[src/rtl/fwb_pkg.sv]
package fwb_pkg;
  localparam int REG_AW = 5;
  localparam logic [REG_AW-1:0] OFS_PTR   = 5'h00;
  localparam logic [REG_AW-1:0] OFS_PITCH = 5'h04;
  localparam logic [REG_AW-1:0] OFS_DIM   = 5'h08;
  localparam logic [REG_AW-1:0] OFS_CTRL  = 5'h0C;
  localparam logic [REG_AW-1:0] OFS_PROG  = 5'h10;

  localparam int BIT_GO    = 0;
  localparam int BIT_BUSY  = 1;
  localparam int BIT_IRQEN = 2;
  localparam int BIT_ABORT = 14;
  localparam int BIT_PDN   = 21;
  localparam int HEIGHT_LSB = 16;
  localparam logic [31:0] CTRL_ID = 32'h5440_0000;

  typedef struct packed {
    logic start;
    logic accept;
    logic lastCol;
    logic lastFrame;
    logic abort;
  } fwbStrobe_t;
endpackage

[src/rtl/fwb_ctrl.sv]
module fwb_ctrl
  import fwb_pkg::*;
#(
  parameter int ADDR_W = 32,
  parameter int DIM_W  = 16
) (
  input  logic              clk,
  input  logic              rstN,
  input  logic              regWrEn,
  input  logic [REG_AW-1:0] regAddr,
  input  logic [31:0]       regWrData,
  output logic [31:0]       regRdData,
  input  logic              pixValid,
  output logic              pixReady,
  input  logic              slotOpen,
  input  logic              commitLine,
  input  logic              commitFrame,
  output fwbStrobe_t        strobe,
  output logic [ADDR_W-1:0] cfgBase,
  output logic [ADDR_W-1:0] cfgPitch,
  output logic              irq
);
  logic [31:0] ptrReg, pitchReg, dimReg;
  logic irqEnQ, pdnQ, busyQ, endedQ, allIn;
  logic [DIM_W-1:0] colCnt, rowCnt, actW, actH, progress;
  logic ctrlWrite, startReq, abortReq, accept, lastCol, lastFrame;

  assign ctrlWrite = regWrEn && (regAddr == OFS_CTRL);
  assign startReq  = ctrlWrite && regWrData[BIT_GO] && !regWrData[BIT_PDN] && !busyQ;
  assign abortReq  = ctrlWrite && regWrData[BIT_ABORT] && busyQ;
  assign pixReady  = busyQ && !allIn && slotOpen;
  assign accept    = pixValid && pixReady;
  assign lastCol   = (colCnt == actW - 1'b1);
  assign lastFrame = lastCol && (rowCnt == actH - 1'b1);

  assign strobe = '{start: startReq, accept: accept, lastCol: lastCol,
                    lastFrame: lastFrame, abort: abortReq};
  assign cfgBase  = ptrReg[ADDR_W-1:0];
  assign cfgPitch = pitchReg[ADDR_W-1:0];
  assign irq      = irqEnQ && endedQ;

  always_ff @(posedge clk) begin
    if (!rstN) begin
      ptrReg <= '0; pitchReg <= '0; dimReg <= '0;
      irqEnQ <= 1'b0; pdnQ <= 1'b0; busyQ <= 1'b0; endedQ <= 1'b0; allIn <= 1'b0;
      colCnt <= '0; rowCnt <= '0; actW <= '0; actH <= '0; progress <= '0;
    end else begin
      if (regWrEn && regAddr == OFS_PTR)   ptrReg   <= regWrData;
      if (regWrEn && regAddr == OFS_PITCH) pitchReg <= regWrData;
      if (regWrEn && regAddr == OFS_DIM)   dimReg   <= regWrData;
      if (ctrlWrite) begin
        irqEnQ <= regWrData[BIT_IRQEN];
        pdnQ   <= regWrData[BIT_PDN];
      end
      if (startReq) begin
        busyQ <= 1'b1; endedQ <= 1'b0; allIn <= 1'b0;
        colCnt <= '0; rowCnt <= '0; progress <= '0;
        actW <= dimReg[DIM_W-1:0];
        actH <= dimReg[HEIGHT_LSB +: DIM_W];
      end else if (busyQ) begin
        if (abortReq) begin
          busyQ <= 1'b0; endedQ <= 1'b1;
        end else begin
          if (accept) begin
            if (lastCol) begin
              colCnt <= '0;
              rowCnt <= rowCnt + 1'b1;
            end else begin
              colCnt <= colCnt + 1'b1;
            end
            if (lastFrame) allIn <= 1'b1;
          end
          if (commitLine) progress <= progress + 1'b1;
          if (commitFrame) begin
            busyQ <= 1'b0; endedQ <= 1'b1;
          end
        end
      end
    end
  end

  always_comb begin
    regRdData = '0;
    case (regAddr)
      OFS_PTR:   regRdData = ptrReg;
      OFS_PITCH: regRdData = pitchReg;
      OFS_DIM:   regRdData = dimReg;
      OFS_CTRL: begin
        regRdData = CTRL_ID;
        regRdData[BIT_PDN]   = pdnQ;
        regRdData[BIT_IRQEN] = irqEnQ;
        regRdData[BIT_BUSY]  = busyQ;
      end
      OFS_PROG:  regRdData = {{(32-DIM_W){1'b0}}, progress};
      default:   regRdData = '0;
    endcase
  end

  a_r4_idle_not_ready: assert property (@(posedge clk) disable iff (!rstN)
    !busyQ |-> !pixReady);
  a_r9_abort_stops: assert property (@(posedge clk) disable iff (!rstN)
    abortReq |=> (!busyQ && !pixReady));
  a_r10_start_ignored: assert property (@(posedge clk) disable iff (!rstN)
    (busyQ && ctrlWrite && regWrData[BIT_GO] && !regWrData[BIT_ABORT] && !commitFrame) |=> busyQ);
  a_r8_irq_only_idle: assert property (@(posedge clk) disable iff (!rstN)
    irq |-> !busyQ);
  a_r7_progress_bound: assert property (@(posedge clk) disable iff (!rstN)
    progress <= actH);
endmodule

[src/rtl/fwb_datapath.sv]
module fwb_datapath
  import fwb_pkg::*;
#(
  parameter int ADDR_W = 32,
  parameter int DATA_W = 32
) (
  input  logic              clk,
  input  logic              rstN,
  input  fwbStrobe_t        strobe,
  input  logic [ADDR_W-1:0] cfgBase,
  input  logic [ADDR_W-1:0] cfgPitch,
  input  logic [DATA_W-1:0] pixData,
  input  logic              memReady,
  output logic              memReq,
  output logic [ADDR_W-1:0] memAddr,
  output logic [DATA_W-1:0] memData,
  output logic              slotOpen,
  output logic              commitLine,
  output logic              commitFrame
);
  localparam int BYTES = DATA_W / 8;

  logic [ADDR_W-1:0] lineBase, colOff, pitchAct;
  logic tagLine, tagFrame, commit;

  assign slotOpen    = !memReq || memReady;
  assign commit      = memReq && memReady;
  assign commitLine  = commit && tagLine;
  assign commitFrame = commit && tagFrame;

  always_ff @(posedge clk) begin
    if (!rstN) begin
      memReq <= 1'b0; memAddr <= '0; memData <= '0;
      lineBase <= '0; colOff <= '0; pitchAct <= '0;
      tagLine <= 1'b0; tagFrame <= 1'b0;
    end else if (strobe.abort) begin
      memReq <= 1'b0;
    end else begin
      if (strobe.start) begin
        lineBase <= cfgBase;
        pitchAct <= cfgPitch;
        colOff   <= '0;
      end
      if (strobe.accept) begin
        memReq   <= 1'b1;
        memAddr  <= lineBase + colOff;
        memData  <= pixData;
        tagLine  <= strobe.lastCol;
        tagFrame <= strobe.lastFrame;
        if (strobe.lastCol) begin
          lineBase <= lineBase + pitchAct;
          colOff   <= '0;
        end else begin
          colOff <= colOff + ADDR_W'(BYTES);
        end
      end else if (commit) begin
        memReq <= 1'b0;
      end
    end
  end

  a_r6_hold_stalled: assert property (@(posedge clk) disable iff (!rstN)
    (memReq && !memReady && !strobe.abort) |=> (memReq && $stable(memAddr) && $stable(memData)));
  a_r5_word_aligned: assert property (@(posedge clk) disable iff (!rstN)
    memReq |-> (memAddr[1:0] == 2'b00));
endmodule

[src/rtl/fwb_writeback.sv]
module fwb_writeback
  import fwb_pkg::*;
#(
  parameter int ADDR_W = 32,
  parameter int DATA_W = 32,
  parameter int DIM_W  = 16
) (
  input  logic              clk,
  input  logic              rstN,
  input  logic              regWrEn,
  input  logic [4:0]        regAddr,
  input  logic [31:0]       regWrData,
  output logic [31:0]       regRdData,
  input  logic              pixValid,
  output logic              pixReady,
  input  logic [DATA_W-1:0] pixData,
  output logic              memReq,
  input  logic              memReady,
  output logic [ADDR_W-1:0] memAddr,
  output logic [DATA_W-1:0] memData,
  output logic              irq
);
  fwbStrobe_t strobe;
  logic [ADDR_W-1:0] cfgBase, cfgPitch;
  logic slotOpen, commitLine, commitFrame;

  fwb_ctrl #(.ADDR_W(ADDR_W), .DIM_W(DIM_W)) uCtrl (
    .clk(clk), .rstN(rstN), .regWrEn(regWrEn), .regAddr(regAddr),
    .regWrData(regWrData), .regRdData(regRdData), .pixValid(pixValid),
    .pixReady(pixReady), .slotOpen(slotOpen), .commitLine(commitLine),
    .commitFrame(commitFrame), .strobe(strobe), .cfgBase(cfgBase),
    .cfgPitch(cfgPitch), .irq(irq)
  );

  fwb_datapath #(.ADDR_W(ADDR_W), .DATA_W(DATA_W)) uData (
    .clk(clk), .rstN(rstN), .strobe(strobe), .cfgBase(cfgBase),
    .cfgPitch(cfgPitch), .pixData(pixData), .memReady(memReady),
    .memReq(memReq), .memAddr(memAddr), .memData(memData),
    .slotOpen(slotOpen), .commitLine(commitLine), .commitFrame(commitFrame)
  );
endmodule

[config.mk]
export PLATFORM = sky130hd
export DESIGN_NAME = fwb_writeback
export DESIGN_NICKNAME = d
export VERILOG_FILES = /design/src/rtl/fwb_pkg.sv /design/src/rtl/fwb_ctrl.sv /design/src/rtl/fwb_datapath.sv /design/src/rtl/fwb_writeback.sv
export SDC_FILE = /design/constraint.sdc
export NUM_CORES = 1
export LEC_CHECK = 0
export BUFFER_PORTS_ARGS = -buffer_cell sky130_fd_sc_hd__clkbuf_2
export CORE_AREA = 2 2 193 195
export DETAILED_ROUTE_END_ITERATION = 7
export DIE_AREA = 0 0 195 197
export PLACE_DENSITY = 0.68
export SLEW_MARGIN = 10
export SYNTH_ARGS = -nofsm -noshare
export SYNTH_HDL_FRONTEND = slang
export SYNTH_SLANG_ARGS = --single-unit
export TNS_END_PERCENT = 50
[constraint.sdc]
create_clock -name clk -period 6.87 [get_ports clk]
set_input_delay 0.3435 -clock clk [delete_from_list [all_inputs] [get_ports clk]]
set_output_delay 0.3435 -clock clk [all_outputs]
set_load 0.01 [all_outputs]
# Word-level counts from Yosys, hierarchy flattened
# Cells that the tools add are included.
# word_totals
rom_bits	0
memories	0
latchBits	0
elab_cells	89
ram_bits	0
output_inout_bits	99
regBits	344
in_bits	74
# classes
eq_ne	6
shift	0
n_reduce_logical	36
n_div	0
n_bitwise	2
multipliers	0
n_addsub	8
muxes	16
n_lt_le_gt_ge	0
# op_table
operator	n
$mux W32	6
$pmux W32 S5	1
$add A32 B32 Y32	2
$add A16 B1 Y16 const B	3
$add A32 B3 Y32 const B	1
$eq A16 B16 Y1	2
$sub A16 B1 Y16 const B	2
$logic_and A1 B1 Y1	17
$mux W16	1
$eq A5 B4 Y1 const B	2
$mux W1	8
$reduce_and A2 Y1	4
$reduce_and A4 Y1	2
$reduce_and A3 Y1	2
$reduce_bool A2 Y1	3
$eq A5 B3 Y1 const B	1
$eq A5 B5 Y1 const B	1
$logic_not A5 Y1	1
$logic_not A1 Y1	4
$reduce_or A2 Y1	2
$not A1 Y1	2
$logic_or A1 B1 Y1	1

# Depth between registers and ports, before layout
# Gate-level depths: netlist of the first run.
# logic_depth
word_depth	8
depth_mapped	14
depth_no_buf	12

# Modules after synthesis
# From an unflattened synthesis of the first run, not the netlist that was laid out.
# hier_totals
cells_unflattened	2316
area_unflattened_um2	18601.6
# by_module_without_submodules
module	area_each_um2	seq_area_each_um2	n_inst	cells_each
fwb_datapath	9402.8	3223.1	1	1166
fwb_ctrl	9198.8	3623.5	1	1150

# Worst setup path after synthesis of the first run
# Ideal clock, no wire load.
# synth_path
path_kind	flip-flop to flip-flop
startpoint	register uCtrl.actW[0]
endpoint	register uCtrl.rowCnt[11]
arrival_ns	3.148
setup_time_ns	0.059
synth_period_minus_slack_ns	3.207
required_time_ns	6.811
path_stages_with_launch	14
setup_slack_ns	3.663
path_buffers	2
cell_sequence	dfxtp_1 -> clkbuf_1 -> inv_1 -> ha_1 -> nor4b_4 -> nand3_1 -> o221a_1 -> or3_1 -> a211o_1 -> nor4_4 -> nand3_2 -> buf_2 -> or4_1 -> nand2_1
# synth_between
elab_chain_len	3
# synth_lines
element	line	text
start: declaration	fwb_ctrl.sv:25	logic [DIM_W-1:0] colCnt, rowCnt, actW, actH, progress;
start signal: assignment	fwb_ctrl.sv:58	actW <= dimReg[DIM_W-1:0];
$sub A16 B1 Y16	fwb_ctrl.sv:33	assign lastCol = (colCnt == actW - 1'b1);
$eq A16 B16 Y1	fwb_ctrl.sv:33	
$reduce_and A4 Y1 (no source line)	-	
end signal: assignment	fwb_ctrl.sv:67	rowCnt <= rowCnt + 1'b1;
end: declaration	fwb_ctrl.sv:25	
# No other way between the ends.
# A chain may end at the register's enable or synchronous reset.

# Final worst setup path of the first run
# layout_path
startpoint	register uCtrl.actW[0]
endpoint	register uData.lineBase[7]
# layout_between
elab_chain_len	4
# layout_lines
element	line	text
$sub A16 B1 Y16	fwb_ctrl.sv:33	
$eq A16 B16 Y1	fwb_ctrl.sv:33	
$mux W32	fwb_datapath.sv:50	if (strobe.lastCol) begin
$mux W32	fwb_datapath.sv:44	if (strobe.accept) begin
end signal: assignment	fwb_datapath.sv:40	lineBase <= cfgBase;
end signal: assignment	fwb_datapath.sv:51	lineBase <= lineBase + pitchAct;
end: declaration	fwb_datapath.sv:23	logic [ADDR_W-1:0] lineBase, colOff, pitchAct;
# No other way between the ends.

==> results.sh, run 1 <==
export IMPL_outcome="finished, final reports clean"
export IMPL_clk_path_buf_depth=3
export IMPL_overflow=0
export IMPL_crit_family="simple AND/OR/NAND/NOR gates"
export IMPL_clk_pin_slew_ps=60
export IMPL_max_freq_mhz=263
export IMPL_cp_num_buf_inv=1
export IMPL_final_layout_size_suffix_gt1_share_pct=12.5
export IMPL_num_vias=16600
export IMPL_yosysWarningCount=0
export IMPL_synth_main_ff_cell="dfxtp_1"
export IMPL_crit_chain="inv_1, ha_1, or4b_1, nor4_1, xnor2_1, nand4b_1, nor3_1, and4bb_2, and2_1, a21oi_1, o221a_2"
export IMPL_ctsResizeCount=0
export IMPL_layout_nets=2506
export IMPL_gp_congestion=0.866
export IMPL_die_w_um=195
export IMPL_core_area_um2=36300
export IMPL_slew_violations=0
export IMPL_clock_latency_ps=550
export IMPL_post_cts_buffers=0
export IMPL_die_h_um=197
export IMPL_hp_class="in -> reg"
export IMPL_drtAntennaViolNets=0
export IMPL_vias_per_cell=5.79
export IMPL_avgRoutedWirePerCell_um=18.4
export IMPL_rows=70
export IMPL_r2r_start="uCtrl.actW[0]"
export IMPL_slowest_stage="and2_1"
export IMPL_clkSinkCount=342
export IMPL_syn_inst=2259
export IMPL_dp_slack_ps=2920
export IMPL_ir_worst_vdd_uv=182
export IMPL_min_path_cells=3
export IMPL_rr_worst_depth=11
export IMPL_setup_slack_ps=3060
export IMPL_area_delta_synth_final_pct=13.5
export IMPL_start_util_pct=49.3
export IMPL_synth_seq_cells=342
export IMPL_synth_cell_types=77
export IMPL_setup_viol_count_final=0
export IMPL_synth_edff_count=0
export IMPL_antenna_found_initial=0
export IMPL_design_area_um2=20300
export IMPL_cp_slowest_stage_delay_ps=560
export IMPL_drc=0
export IMPL_seq_area_um2=6850
export IMPL_min_period_ps=3810
export IMPL_cts_tree="done"
export IMPL_power_per_cell_area_nw_per_um2=205
export IMPL_tightest_slew_ps=1100
export IMPL_p_leak_nw=7.85
export IMPL_rrSetupSlack_ps=3060
export IMPL_synth_area_per_cell_um2=7.92
export IMPL_layout_common_cells="519 x nand2_1, 342 x dfxtp_1, 171 x clkbuf_2"
export IMPL_cp_end_kind="flip-flop"
export IMPL_post_dp_hpwl_um=37800
export IMPL_finalCritPeriodShare_pct=55.4
export IMPL_final_common_cell="nand2_1"
export IMPL_port_buffers=172
export IMPL_place_inst=2791
export IMPL_multiInputGateArea_um2=10400
export IMPL_track_usage_pct=27.3
export IMPL_drt_iter0_markers=1316
export IMPL_nFillCells=3409
export IMPL_postRouteWirelength_um=52800
export IMPL_htree_num_levels=2
export IMPL_arrival_ps=4230
export IMPL_min_to="uData.memData[28]"
export IMPL_synth_fp_nets=2400
export IMPL_placed_area_um2=19000
export IMPL_drv_cap=0
export IMPL_fin_cells=2860
export IMPL_clock_root_buffer="clkbuf_16"
export IMPL_cp_data_required_time_ps=7300
export IMPL_ys_seq_area_share_pct=38.3
export IMPL_grt_first_pass_wirelength_um=83700
export IMPL_ios=173
export IMPL_cts_hold_buf=1
export IMPL_relSlewSlack_pct=26.5
export IMPL_hold_viol=0
export IMPL_cts_made_buffers=39
export IMPL_antenna_cells=0
export IMPL_worstSetupPathType="reg -> reg"
export IMPL_async_flop_share_pct=0
export IMPL_rsz0062_at_grt="false"
export IMPL_die_area_um2=38400
export IMPL_syn_area_um2=17900
export IMPL_grt_max_degree=83
export IMPL_grt_pass1_vias=15400
export IMPL_setup_tns_ps=0
export IMPL_r2r_end="uData.lineBase[7]"
export IMPL_first_pass_iters=5
export IMPL_finClkSkew_ps=20.2
export IMPL_worstPathMaxFanout=11
export IMPL_hp_start="pixData[28]"
export IMPL_cp_start_kind="flip-flop"
-- per-stage QoR --
step | power, mW | util (%) | hold slack, ps
3_3_place_gp | 2.16 | 52.5 | 445
4_1_cts | 4.20 | 56.0 | 0.627
3_5_place_dp | 2.16 | 52.5 | 458
5_1_grt | 4.30 | 56.0 | 15.0
2_1_floorplan | 2.10 | - | 432
6_report | 4.16 | 56.0 | 35.3
-- report_power, final --
| part | total, mW | switching, mW | internal, mW |
|---|---|---|---|
| clock | 2.05 | 0.828 | 1.22 |
| combinational | 0.124 | 0.0820 | 0.0418 |
| sequential | 1.99 | 0.00545 | 1.99 |
-- registers in the layout (all words and copies together), names as in the netlist, 30 cells and up --
| name | flops |
|---|---|
| uData.memData | 32 |
| uData.pitchAct | 32 |
| uCtrl.cfgPitch | 32 |
| uCtrl.cfgBase | 32 |
| uData.colOff | 30 |
| uData.lineBase | 32 |
| uCtrl.dimReg | 32 |
| uData.memAddr | 32 |
-- how the worst max path moves through the flow --
stage,cells past startpoint,start,end
finish,11,uCtrl.actW[0],uData.lineBase[7]
global route,11,uCtrl.actW[0],uData.lineBase[7]
CTS,11,uCtrl.actW[0],uData.lineBase[7]
detailed placement,9,regAddr[2],uCtrl.colCnt[9]
global placement,9,regAddr[2],uCtrl.colCnt[6]
floorplan,13,uCtrl.actW[0],uCtrl.rowCnt[11]
-- cells in the mapped netlist, types with 8 or more instances --
library cell | instances | area share (%)
and2_1 | 23 | 0.80
mux2i_1 | 16 | 0.90
nand3_1 | 56 | 1.6
dfxtp_1 | 342 | 38
o211ai_1 | 11 | 0.46
clkbuf_1 | 115 | 2.4
o221a_2 | 13 | 0.82
or3_1 | 10 | 0.35
nand2_1 | 520 | 11
a221o_1 | 15 | 0.84
nor2_1 | 167 | 3.5
o21ai_0 | 73 | 2.0
nand2b_1 | 19 | 0.66
o31ai_1 | 8 | 0.34
xor2_1 | 62 | 3.0
a21o_1 | 20 | 0.84
a22o_1 | 14 | 0.69
ha_1 | 66 | 4.6
o21a_1 | 9 | 0.38
nor4_1 | 8 | 0.28
a31oi_1 | 17 | 0.59
xnor2_1 | 84 | 4.1
and3_1 | 20 | 0.70
nand4_1 | 26 | 0.91
nor2b_1 | 18 | 0.63
a21oi_1 | 158 | 4.4
buf_2 | 9 | 0.25
a211oi_1 | 11 | 0.46
or4_1 | 12 | 0.50
a21boi_0 | 138 | 5.8
nor3_1 | 36 | 1.0
inv_1 | 41 | 0.86
-- layer usage --
metal	global-route usage, %	vias to the layer above	share of wire [%]	wire [um]
li1	-	8067	-	-
met1	39.5	7768	47	24700
met2	41.3	650	42	22400
met3	4.33	88	8.1	4280
met4	9.05	0	2.5	1320
met5	0	-	0	0
-- logic make-up (layout without fill, tap and decap cells) --
group,count (synthesis),count (layout),synth area share (%)
adder cells (fa/ha/maj),67,67,4.73
AO/OA/AOI/OAI,562,562,21.2
AND/OR/NAND/NOR,945,945,23.4
multiplexers,24,24,1.46
flip-flops,342,342,38.3
XOR/XNOR,146,146,7.15
buffers and inverters,173,306,3.76
-- tightest hold or removal path: cells and delay by family --
kind            cells  cell delay [ps]
simple gates        1               40
compound gates      1               60
buf+inv             1               80
-- final cells by class --
type | instances | share of cell area, %
well taps | 468 | 2.89
inverters | 41 | 0.759
repair buffers | 197 | 5.19
flip-flops and latches | 342 | 33.7
clock inverters | 11 | 0.580
multi-input cells | 1744 | 51.3
clock buffers | 57 | 5.59
Power figures use the tool's default switching activity.
==> inputs of run 2 (changes only) <==
Clock period 6.87 ns to 3.59 ns, I/O delays scaled along.
==> results.sh, run 2 (synthesis gave the netlist of run 1 again) <==
export IMPL_outcome="finished, final reports clean"
export IMPL_avgRoutedWirePerCell_um=18.1
export IMPL_start_util_pct=49.3
export IMPL_hold_slack_ps=115
export IMPL_tightest_slew_ps=842
export IMPL_area_delta_synth_final_pct=18.4
export IMPL_hold_viol=0
export IMPL_vias_per_cell=5.71
export IMPL_grt_first_pass_wirelength_um=84600
export IMPL_p_clk_share_pct=48.9
export IMPL_hp_start="memReady"
export IMPL_overflow=0
export IMPL_cp_end_kind="flip-flop"
export IMPL_min_period_ps=3360
export IMPL_hp_class="in -> reg"
export IMPL_die_h_um=197
export IMPL_power_per_cell_area_nw_per_um2=381
export IMPL_layout_nets=2592
export IMPL_grt_max_degree=99
export IMPL_combPwrFrac_pct=3.8
export IMPL_gp_congestion=0.891
export IMPL_port_buffers=172
export IMPL_final_layout_size_suffix_gt1_share_pct=13.1
export IMPL_rows=70
export IMPL_switching_share_pct=22.4
export IMPL_rr_worst_depth=10
export IMPL_finalCritPeriodShare_pct=93.7
export IMPL_min_to="uData.memReq"
export IMPL_intPower_mw=6.26
export IMPL_antenna_found_initial=0
export IMPL_power_frac_seq_pct=47.3
export IMPL_drv_cap=0
export IMPL_core_area_um2=36300
export IMPL_clk_pin_slew_ps=60
export IMPL_finalPower_mw=8.07
export IMPL_drt_iter0_markers=1275
export IMPL_clock_latency_ps=560
export IMPL_postRouteWirelength_um=53300
export IMPL_post_dp_hpwl_um=38200
export IMPL_finClkSkew_ps=29.9
export IMPL_clk_path_buf_depth=3
export IMPL_grt_pass1_vias=15900
export IMPL_final_core_util_pct=58.4
export IMPL_cts_made_buffers=39
export IMPL_layout_common_cells="519 x nand2_1, 342 x dfxtp_1, 171 x clkbuf_2"
export IMPL_r2r_start="uCtrl.actW[2]"
export IMPL_rsz0062_at_grt="false"
export IMPL_num_vias=16800
export IMPL_ir_worst_vdd_uv=364
export IMPL_final_common_cell="nand2_1"
export IMPL_track_usage_pct=27.5
export IMPL_relSlewSlack_pct=43.9
export IMPL_fin_cells=2947
export IMPL_clock_root_buffer="clkbuf_16"
export IMPL_cp_data_required_time_ps=4080
export IMPL_p_leak_nw=8.26
export IMPL_ios=173
export IMPL_p_switching_mw=1.81
export IMPL_cp_start_kind="flip-flop"
export IMPL_max_freq_mhz=297
export IMPL_r2r_end="uData.lineBase[9]"
export IMPL_htree_num_levels=2
export IMPL_setup_viol_count_final=0
export IMPL_worstSetupPathType="reg -> reg"
export IMPL_place_inst=2813
export IMPL_cts_tree="done"
export IMPL_die_w_um=195
export IMPL_antenna_cells=0
export IMPL_rrSetupSlack_ps=230
export IMPL_slew_violations=0
export IMPL_arrival_ps=3850
export IMPL_min_path_cells=4
export IMPL_die_area_um2=38400
export IMPL_nFillCells=3378
export IMPL_drtAntennaViolNets=0
export IMPL_worstPathMaxFanout=10
export IMPL_drc=0
export IMPL_first_pass_iters=5
export IMPL_setup_tns_ps=0
export IMPL_clkSinkCount=342
[run 2: cell types whose count changed in the layout (fill, tap and decap cells not counted), sizes merged]
cell	previous run	this run
buf	25	48
bufinv	2	3
clkbuf	228	222
clkinv	6	10
clkinvlp	2	3
dlygate4sd3	1	64
inv	42	43
[run 2: how the worst max path moves through the flow]
stage / slack, ps / start / depth (start not counted) / to
after global routing: 30 / uCtrl.actW[2] / 11 / uData.lineBase[6]
after global placement: 200 / uCtrl.actW[2] / 9 / uData.lineBase[1]
final: 230 / uCtrl.actW[2] / 10 / uData.lineBase[9]
after floorplan: 380 / uCtrl.actW[0] / 13 / uCtrl.rowCnt[11]
after CTS: 100 / uCtrl.actW[2] / 9 / uData.lineBase[9]
after detailed placement: 100 / uCtrl.actW[2] / 9 / uData.lineBase[9]
[run 2: power groups by stage]
stage / registers [mW] / logic (mW) / clock network, mW
finish: 3.82 / 0.304 / 3.95
global route: 3.81 / 0.323 / 4.16
CTS: 3.81 / 0.297 / 4.03
detailed placement: 3.90 / 0.242 / 0
global placement: 3.90 / 0.241 / 0
floorplan: 3.89 / 0.125 / 0
[run 2: repair_timing]
action / CTS / global route
endpoints found under the setup margin: 0 / 15
hold buffers: 64 / 0
gates resized for setup: 0 / 1
hold endpoints to repair: 130 / 0
setup buffers: 0 / 1
[run 2: final cells by class]
class                   instances  area (um2)  share of cell area (%)
well taps                     468         586                    2.77
inverters                      41         154                   0.727
multi-input cells            1744       10400                    49.1
clock buffers                  51        1070                    5.06
clock inverters                18         183                   0.863
flip-flops and latches        342        6850                    32.3
repair buffers                283        1930                    9.13
[run 2: worst max-delay path, stage by stage (launching register included)]
cell and delay, ps:
dfxtp_1 410, or3_1 440, or3_1 370, a2111oi_2 430, nand4b_1 150, buf_4 180, nor3_1 160, and4bb_2 390
nand2_1 190, nand2_1 340, o221a_2 250
[run 2: layer usage]
metal | track usage [%] | vias up | share of wire, %
met5 | 0 | - | 0
met4 | 9.90 | 0 | 3.1
met3 | 4.26 | 99 | 7.2
met2 | 42.4 | 594 | 42
met1 | 39.1 | 7869 | 47
li1 | - | 8252 | -
[run 2: metrics by stage]
step / cell area (um2) / setup slack (ps)
detailed placement: 19300 / 99.4
global placement: 19300 / 202
floorplan: 17900 / 383
finish: 21200 / 227
global route: 21200 / 26.0
CTS: 21200 / 103
